==> src/rtl/gcube_xor_router.sv <==
module gcube_xor_router #(
  parameter int LOG_N = 3,
  parameter int DW    = 8
) (
  input  logic                 clk,
  input  logic                 rst,
  input  logic                 part_en,
  input  logic [(1<<LOG_N)-1:0]       in_valid,
  input  logic [(1<<LOG_N)*LOG_N-1:0] in_dest,
  input  logic [(1<<LOG_N)*DW-1:0]    in_data,
  output logic [(1<<LOG_N)-1:0]       out_valid,
  output logic [(1<<LOG_N)*DW-1:0]    out_data,
  output logic [(1<<LOG_N)-1:0]       blocked,
  output logic [(1<<LOG_N)-1:0]       part_viol
);
  localparam int N = 1 << LOG_N;

  logic [N-1:0]       sv [LOG_N+1];
  logic [LOG_N-1:0]   st [LOG_N+1][N];
  logic [LOG_N-1:0]   ss [LOG_N+1][N];
  logic [DW-1:0]      sd [LOG_N+1][N];
  logic [N-1:0]       blk_c, pv_c;

  always_comb begin
    logic [LOG_N-1:0] sl, dl;
    logic cf, xch, lv;
    int hi, lo, b;
    blk_c = '0;
    pv_c  = '0;
    for (int s = 0; s <= LOG_N; s++)
      for (int j = 0; j < N; j++) begin
        sv[s][j] = 1'b0;
        st[s][j] = '0;
        ss[s][j] = '0;
        sd[s][j] = '0;
      end
    for (int i = 0; i < N; i++) begin
      sl = LOG_N'(i);
      dl = in_dest[i*LOG_N +: LOG_N];
      pv_c[i]  = in_valid[i] && part_en && (sl[LOG_N-1] != dl[LOG_N-1]);
      sv[0][i] = in_valid[i] && !pv_c[i];
      st[0][i] = sl ^ dl;
      ss[0][i] = sl;
      sd[0][i] = in_data[i*DW +: DW];
    end
    for (int s = 0; s < LOG_N; s++) begin
      b = LOG_N - 1 - s;
      for (int j = 0; j < N; j++) begin
        if (((j >> b) & 1) == 0) begin
          hi  = j;
          lo  = j + (1 << b);
          cf  = sv[s][hi] && sv[s][lo] && (st[s][hi][b] != st[s][lo][b]);
          if (cf) blk_c[ss[s][lo]] = 1'b1;
          lv  = sv[s][lo] && !cf;
          xch = sv[s][hi] ? st[s][hi][b] : st[s][lo][b];
          if (xch) begin
            sv[s+1][lo] = sv[s][hi];
            st[s+1][lo] = st[s][hi];
            ss[s+1][lo] = ss[s][hi];
            sd[s+1][lo] = sd[s][hi];
            sv[s+1][hi] = lv;
            st[s+1][hi] = st[s][lo];
            ss[s+1][hi] = ss[s][lo];
            sd[s+1][hi] = sd[s][lo];
          end else begin
            sv[s+1][hi] = sv[s][hi];
            st[s+1][hi] = st[s][hi];
            ss[s+1][hi] = ss[s][hi];
            sd[s+1][hi] = sd[s][hi];
            sv[s+1][lo] = lv;
            st[s+1][lo] = st[s][lo];
            ss[s+1][lo] = ss[s][lo];
            sd[s+1][lo] = sd[s][lo];
          end
        end
      end
    end
  end

  always_ff @(posedge clk) begin
    if (rst) begin
      out_valid <= '0;
      out_data  <= '0;
      blocked   <= '0;
      part_viol <= '0;
    end else begin
      out_valid <= sv[LOG_N];
      blocked   <= blk_c;
      part_viol <= pv_c;
      for (int j = 0; j < N; j++) out_data[j*DW +: DW] <= sd[LOG_N][j];
    end
  end
endmodule

==> config.mk <==
export PLATFORM = sky130hd
export DESIGN_NAME = gcube_xor_router
export DESIGN_NICKNAME = d
export VERILOG_FILES = /design/src/rtl/gcube_xor_router.sv
export SDC_FILE = /design/constraint.sdc
export NUM_CORES = 1
export LEC_CHECK = 0
export BUFFER_PORTS_ARGS = -buffer_cell sky130_fd_sc_hd__buf_2
export CAP_MARGIN = 20
export CORE_MARGIN = 4
export CORE_UTILIZATION = 45
export CTS_CLUSTER_SIZE = 16
export DETAILED_ROUTE_END_ITERATION = 8
export GPL_TIMING_DRIVEN = 0
export PLACE_DENSITY_LB_ADDON = 0.05
export SLEW_MARGIN = 30
export SYNTH_ARGS = -nofsm -noshare
export SYNTH_HDL_FRONTEND = slang
export SYNTH_SLANG_ARGS = --single-unit
==> constraint.sdc <==
create_clock -name clk -period 2.3 [get_ports clk]
set_input_delay 0.115 -clock clk [delete_from_list [all_inputs] [get_ports clk]]
set_output_delay 0.115 -clock clk [all_outputs]
set_load 0.05 [all_outputs]
* Yosys cells after proc, flatten, opt, wreduce, memory -nomap -nowiden
Cells that the tools add are included.
** Storage, ports and cells
- Register bits after elaboration :: 88
- Latch bits :: 0
- Bits in writable memories :: 0
- Memory bits (read-only) :: 0
- Input bits :: 99
- Output and inout bits :: 88
- Logic and storage cells :: 244
- Memories :: 0
** Cells by class
- Add/subtract/negate cells :: 0
- $mul :: 0
- Div/mod/pow operators :: 0
- $lt $le $gt $ge :: 16
- Equality and inequality tests :: 12
- Shift operators :: 0
- Mux-type cells :: 106
- Bitwise logic cells :: 18
- Reduce and logical (&&, ||, !) cells :: 88
** Operators with widths (number)
- 2-to-1 mux 8 bit :: 24
- logical AND 1 bit :: 68
- 2-to-1 mux 16 bit :: 4
- bitwise OR 8 bit :: 8
- 2-to-1 mux 1 bit :: 48
- less-than comparator 3 x 4 -> 1 bit (second input constant) :: 8
- 2-to-1 mux 3 bit :: 10
- demux 1 bit (select 3 bit) :: 8
- >= comparator 3 x 1 -> 1 bit (second input constant) :: 8
- 2-to-1 mux 2 bit :: 12
- logical NOT 1 bit :: 20
- inequality test 1 bit :: 12
- inverter 1 bit :: 6
- inverter 2 bit :: 3
- inverter 3 bit :: 1

* Depth between registers and ports, before layout
- Depth in word-level cells :: 26
- Depth in mapped cells :: 13
- Mapped depth without buffers :: 8

* Worst setup path after synthesis
Ideal clock, no wire load.
- Path type :: in2reg
- Start point :: input port in_valid[1]
- End point :: register out_data[25]
- Library setup time :: 128 ps
- Arrival time :: 2165 ps
- Required time :: 2172 ps
- Setup slack :: 7 ps
- Stages on the path :: 10
- Buffers on the path :: 3
- Path through :: nor2b_1 > clkbuf_1 > or2_1 > o32ai_2 > buf_6 > mux2_4 > o21ai_4 > buf_6 > mux2i_1 > nor2_1
** On the way
- Cells in the longest elaborated chain, start to end :: 13
- Elaborated cells between the ends (all ways) :: 17
- Those cells by class :: 9 x mux; 8 x reduce/logical
** RTL lines
- start, declared :: line 8 : input logic [(1<<LOG_N)-1:0] in_valid,
- logical AND 1 bit (2 in a row) :: line 40 : pv_c[i] = in_valid[i] && part_en && (sl[LOG_N-1] != dl[LOG_N-1]);
- logical NOT 1 bit :: line 41 : sv[0][i] = in_valid[i] && !pv_c[i];
- logical AND 1 bit (*) :: line 41
- logical AND 1 bit (2 in a row) :: line 52 : cf = sv[s][hi] && sv[s][lo] && (st[s][hi][b] != st[s][lo][b]);
- logical NOT 1 bit :: line 54 : lv = sv[s][lo] && !cf;
- logical AND 1 bit :: line 54
- 2-to-1 mux 1 bit :: line 56 : if (xch) begin
- 2-to-1 mux 1 bit :: line 55 : xch = sv[s][hi] ? st[s][hi][b] : st[s][lo][b];
- 2-to-1 mux 1 bit :: line 56
- 2-to-1 mux 1 bit :: line 55
- 2-to-1 mux 16 bit (*) :: line 56
- end signal, assigned :: line 83 : out_data <= '0;
- end, declared :: line 12 : output logic [(1<<LOG_N)*DW-1:0] out_data,
Mark *: on every way between the ends. The rest lies on a longest branch, timed or not.
A chain may end at the register's enable or synchronous reset.

* Final worst setup path
- Start point :: input port part_en
- End point :: register out_data[20]
** On the way
- Cells in the longest elaborated chain, start to end :: 16
- Elaborated cells between the ends (all ways) :: 69
- Those cells by class :: 1 x eq/ne; 24 x mux; 44 x reduce/logical
** RTL lines
- start, declared :: line 7 : input logic part_en,
- logical AND 1 bit (2 in a row) :: line 40
- logical NOT 1 bit :: line 41
- logical AND 1 bit :: line 41
- logical AND 1 bit (2 in a row) :: line 52
- logical NOT 1 bit :: line 54
- logical AND 1 bit :: line 54
- 2-to-1 mux 1 bit :: line 56
- logical AND 1 bit (2 in a row) :: line 52
- logical NOT 1 bit :: line 54
- logical AND 1 bit :: line 54
- 2-to-1 mux 1 bit :: line 56
- 2-to-1 mux 1 bit :: line 55
- 2-to-1 mux 16 bit (*) :: line 56
Marks and branches as above.

==> results.yml <==
run_status:
  run_status: "finished clean"
placed_design:
  gp_congestion: 0.9047
  dp.final_hpwl_mm: 14.77
  place_ws_ns: -0.4999
  portBuffers: 181
  dpl_cell_area_um2: 6942
  dp_cells: 970
logic_synthesis:
  yosys_most_used_dff: "dfxtp_1"
  synth_area_per_cell_um2: 9.434
  syn_area_um2: 5821
  synthArstFlopShare_pct: 0
  synth_area_leaders: "mux2i_1, dfxtp_1, nor2_1, nand2b_1, nand2_1"
  seq_area_frac_synth_pct: 29.92
  syn_inst: 617
  synth_top_area_share_pct: 35.60
  synth_most_common_cell: "mux2i_1"
  synth_fp_nets: 716
  synth_seq_cells: 87
  synth_top_cell_by_area: "mux2i_1"
  synth_edf_count: 0
  synth_cell_types: 60
  synthTopCellsByCount: "mux2i_1, nor2_1, dfxtp_1"
  yosys_warnings: 0
cts:
  htree_levels: 3
  cts_tree: "built"
  clk_pin_slew_worst_paths_ns: 0.06
  clockRootBuffer: "clkbuf_16"
  cts_buffer_depth: 2
  clock_sinks: 87
  cts_buffers: 9
  holdBufCountCts: 0
global_route:
  grt_max_degree: 17
  grt_pass1_vias: 5196
  grt_usage_pct: 23.36
  antenna_found_initial: 0
  grt_overflow: 0
  grt_pass1_wl_mm: 26.91
final_layout:
  finalNonFillerCells: 994
  drive_above_1_share_pct: 33.45
  areaGrowthSynthToFinish_pct: 26.96
  fin_area_um2: 7390
  nNetsFinal: 916
  n_antenna_cell: 0
power:
  ir_worst_vdd_mv: 0.3983
  power_density_nw_per_um2: 811.1
  total_leakage_power_nw: 3.683
critical_path:
  cp_cell_sequence: "clkbuf_4, buf_6, buf_8, nand3_1, o221ai_1, o32ai_1, buf_4, mux2i_2, or2_1, o21ai_4, buf_4, mux2i_1, nor2_1"
  critPathSlowestCell: "mux2i_2"
  critPathMaxFanout: 10
  worst-path-buf-inv: 5
  crit_top_cell: "buf_4"
  cp.depth: 13
  required_ns: 2.49
  crit_type: "in -> reg"
  crit_arrival_ns: 2.39
  max_stage_delay_ns: 0.34
  end_kind: "flop"
  cpLargestDelayFamily: "buffers and inverters"
  worst_setup_path_start_kind: "input pin"
sta:
  finalMaxSlewViolations: 0
  finalSetupViolCount: 0
  layout_setup_ws_ns: 0.09899
  worst_pin_slew_ns: 0.7318
  hold_viol: 0
  fin_crit_sh_pct: 95.70
  clock.fmax_mhz: 454.3
  relSlewSlack_pct: 51.21
  min_period_ns: 2.201
floorplanning:
  num_io_pins: 187
  die_w_um: 121.7
  dieArea_um2: 14820
  core_um2: 12620
  die_y_um: 121.7
  start_util_pct: 46.12
  row_count: 41
job:
  max_cap_violations: 0
route:
  drt_iter0_drc: 342
  wl_mm: 17.86
  vias: 5348
  ant_nets: 0
  avgViaCountPerCell: 5.380
  dr.pass1.iters: 5
  wl_per_cell_um: 17.97
  drc_errors: 0
min_path:
  hold_depth: 3
  hold_start: "in_valid[2]"
  whs_endpoint: "part_viol[2]$_SDFF_PP0_"
  hold_path_class: "in -> reg"
## metrics by stage
step / setup TNS (ns) / hold WS, ns / power, mW / util [%]
after global placement: -21.31 / 0.3703 / 4.488 / 55.01
after detailed placement: -23.65 / 0.3796 / 4.518 / 55.01
after global routing: -0.004161 / 0.03178 / 6.277 / 58.56
final: 0 / 0.02570 / 5.994 / 58.56
after floorplan: 0 / 0.2288 / 3.877 / -
after CTS: 0 / 0.01230 / 5.947 / 57.48
## area by class of cell
class / instances / area (um^2)
fill: 1186 / 5230
multi-input combinational: 482 / 3884
sequential: 87 / 1742
timing repair buffer: 189 / 968.4
buffer: 41 / 265.3
clock buffer: 10 / 239.0
tap: 172 / 215.2
clock inverter: 6 / 50.05
inverter: 7 / 26.28
## flip-flops by register name, indices dropped and copies added (netlist names)
name,count
part_viol,8
out_valid,8
blocked,7
out_data,64
## how the worst max path moves through the flow
stage	endpoint	from	slack [ns]
finish	out_data[20]$_SDFF_PP0_	part_en	0.1
global route	out_data[34]$_SDFF_PP0_	in_valid[1]	-0.002
CTS	out_data[17]$_SDFF_PP0_	in_valid[1]	0.01
detailed placement	out_data[17]$_SDFF_PP0_	in_valid[1]	-0.50
global placement	out_data[28]$_SDFF_PP0_	in_valid[1]	-0.44
floorplan	out_data[25]$_SDFF_PP0_	in_valid[1]	0.007
## cell families after synthesis
group,synth area share (%)
buffers and inverters,4.944
other,0.06443
AOI/OAI and AO/OA,11.91
xor gates and xnor gates,1.634
and+or+nand+nor,14.66
muxes,36.87
DFF,29.92
## cell usage in the layout, fill, tap and decap left out, types with 12 or more instances in the layout
cell type,Yosys,layout
buf_2,13,193
buf_4,5,13
mux2i_1,207,202
nor2b_1,12,12
nand2_1,23,23
nand2b_1,14,14
dfxtp_1,87,87
nor2_1,88,87
## routing by layer
layer	share of wire (%)	vias to the layer above	GRT usage [%]	wire length (um)
met3	6.8	14	4.782	1218
met2	44	201	35.82	7887
li1	-	2617	-	-
met4	1.4	0	6.793	252
met1	48	2516	33.22	8504
met5	0	-	0	0
## what timing repair did
item                                    4_1_cts  5_1_grt
gates resized for setup                       2       20
endpoints found under the setup margin       23       49
pin swaps                                     1        3
setup buffers                                 2        6
## where the power goes
group / switching (mW) / internal [mW]
Combinational: 1.86 / 0.957
Sequential: 0.0554 / 1.72
Clock: 0.626 / 0.774
## tightest hold or removal path, delay by kind of cell
family | cells | cell delay, ns
buffers and inverters | 1 | 0.13
AND/OR/NAND/NOR | 2 | 0.08
No activity file was read; power rests on OpenSTA's default activity.
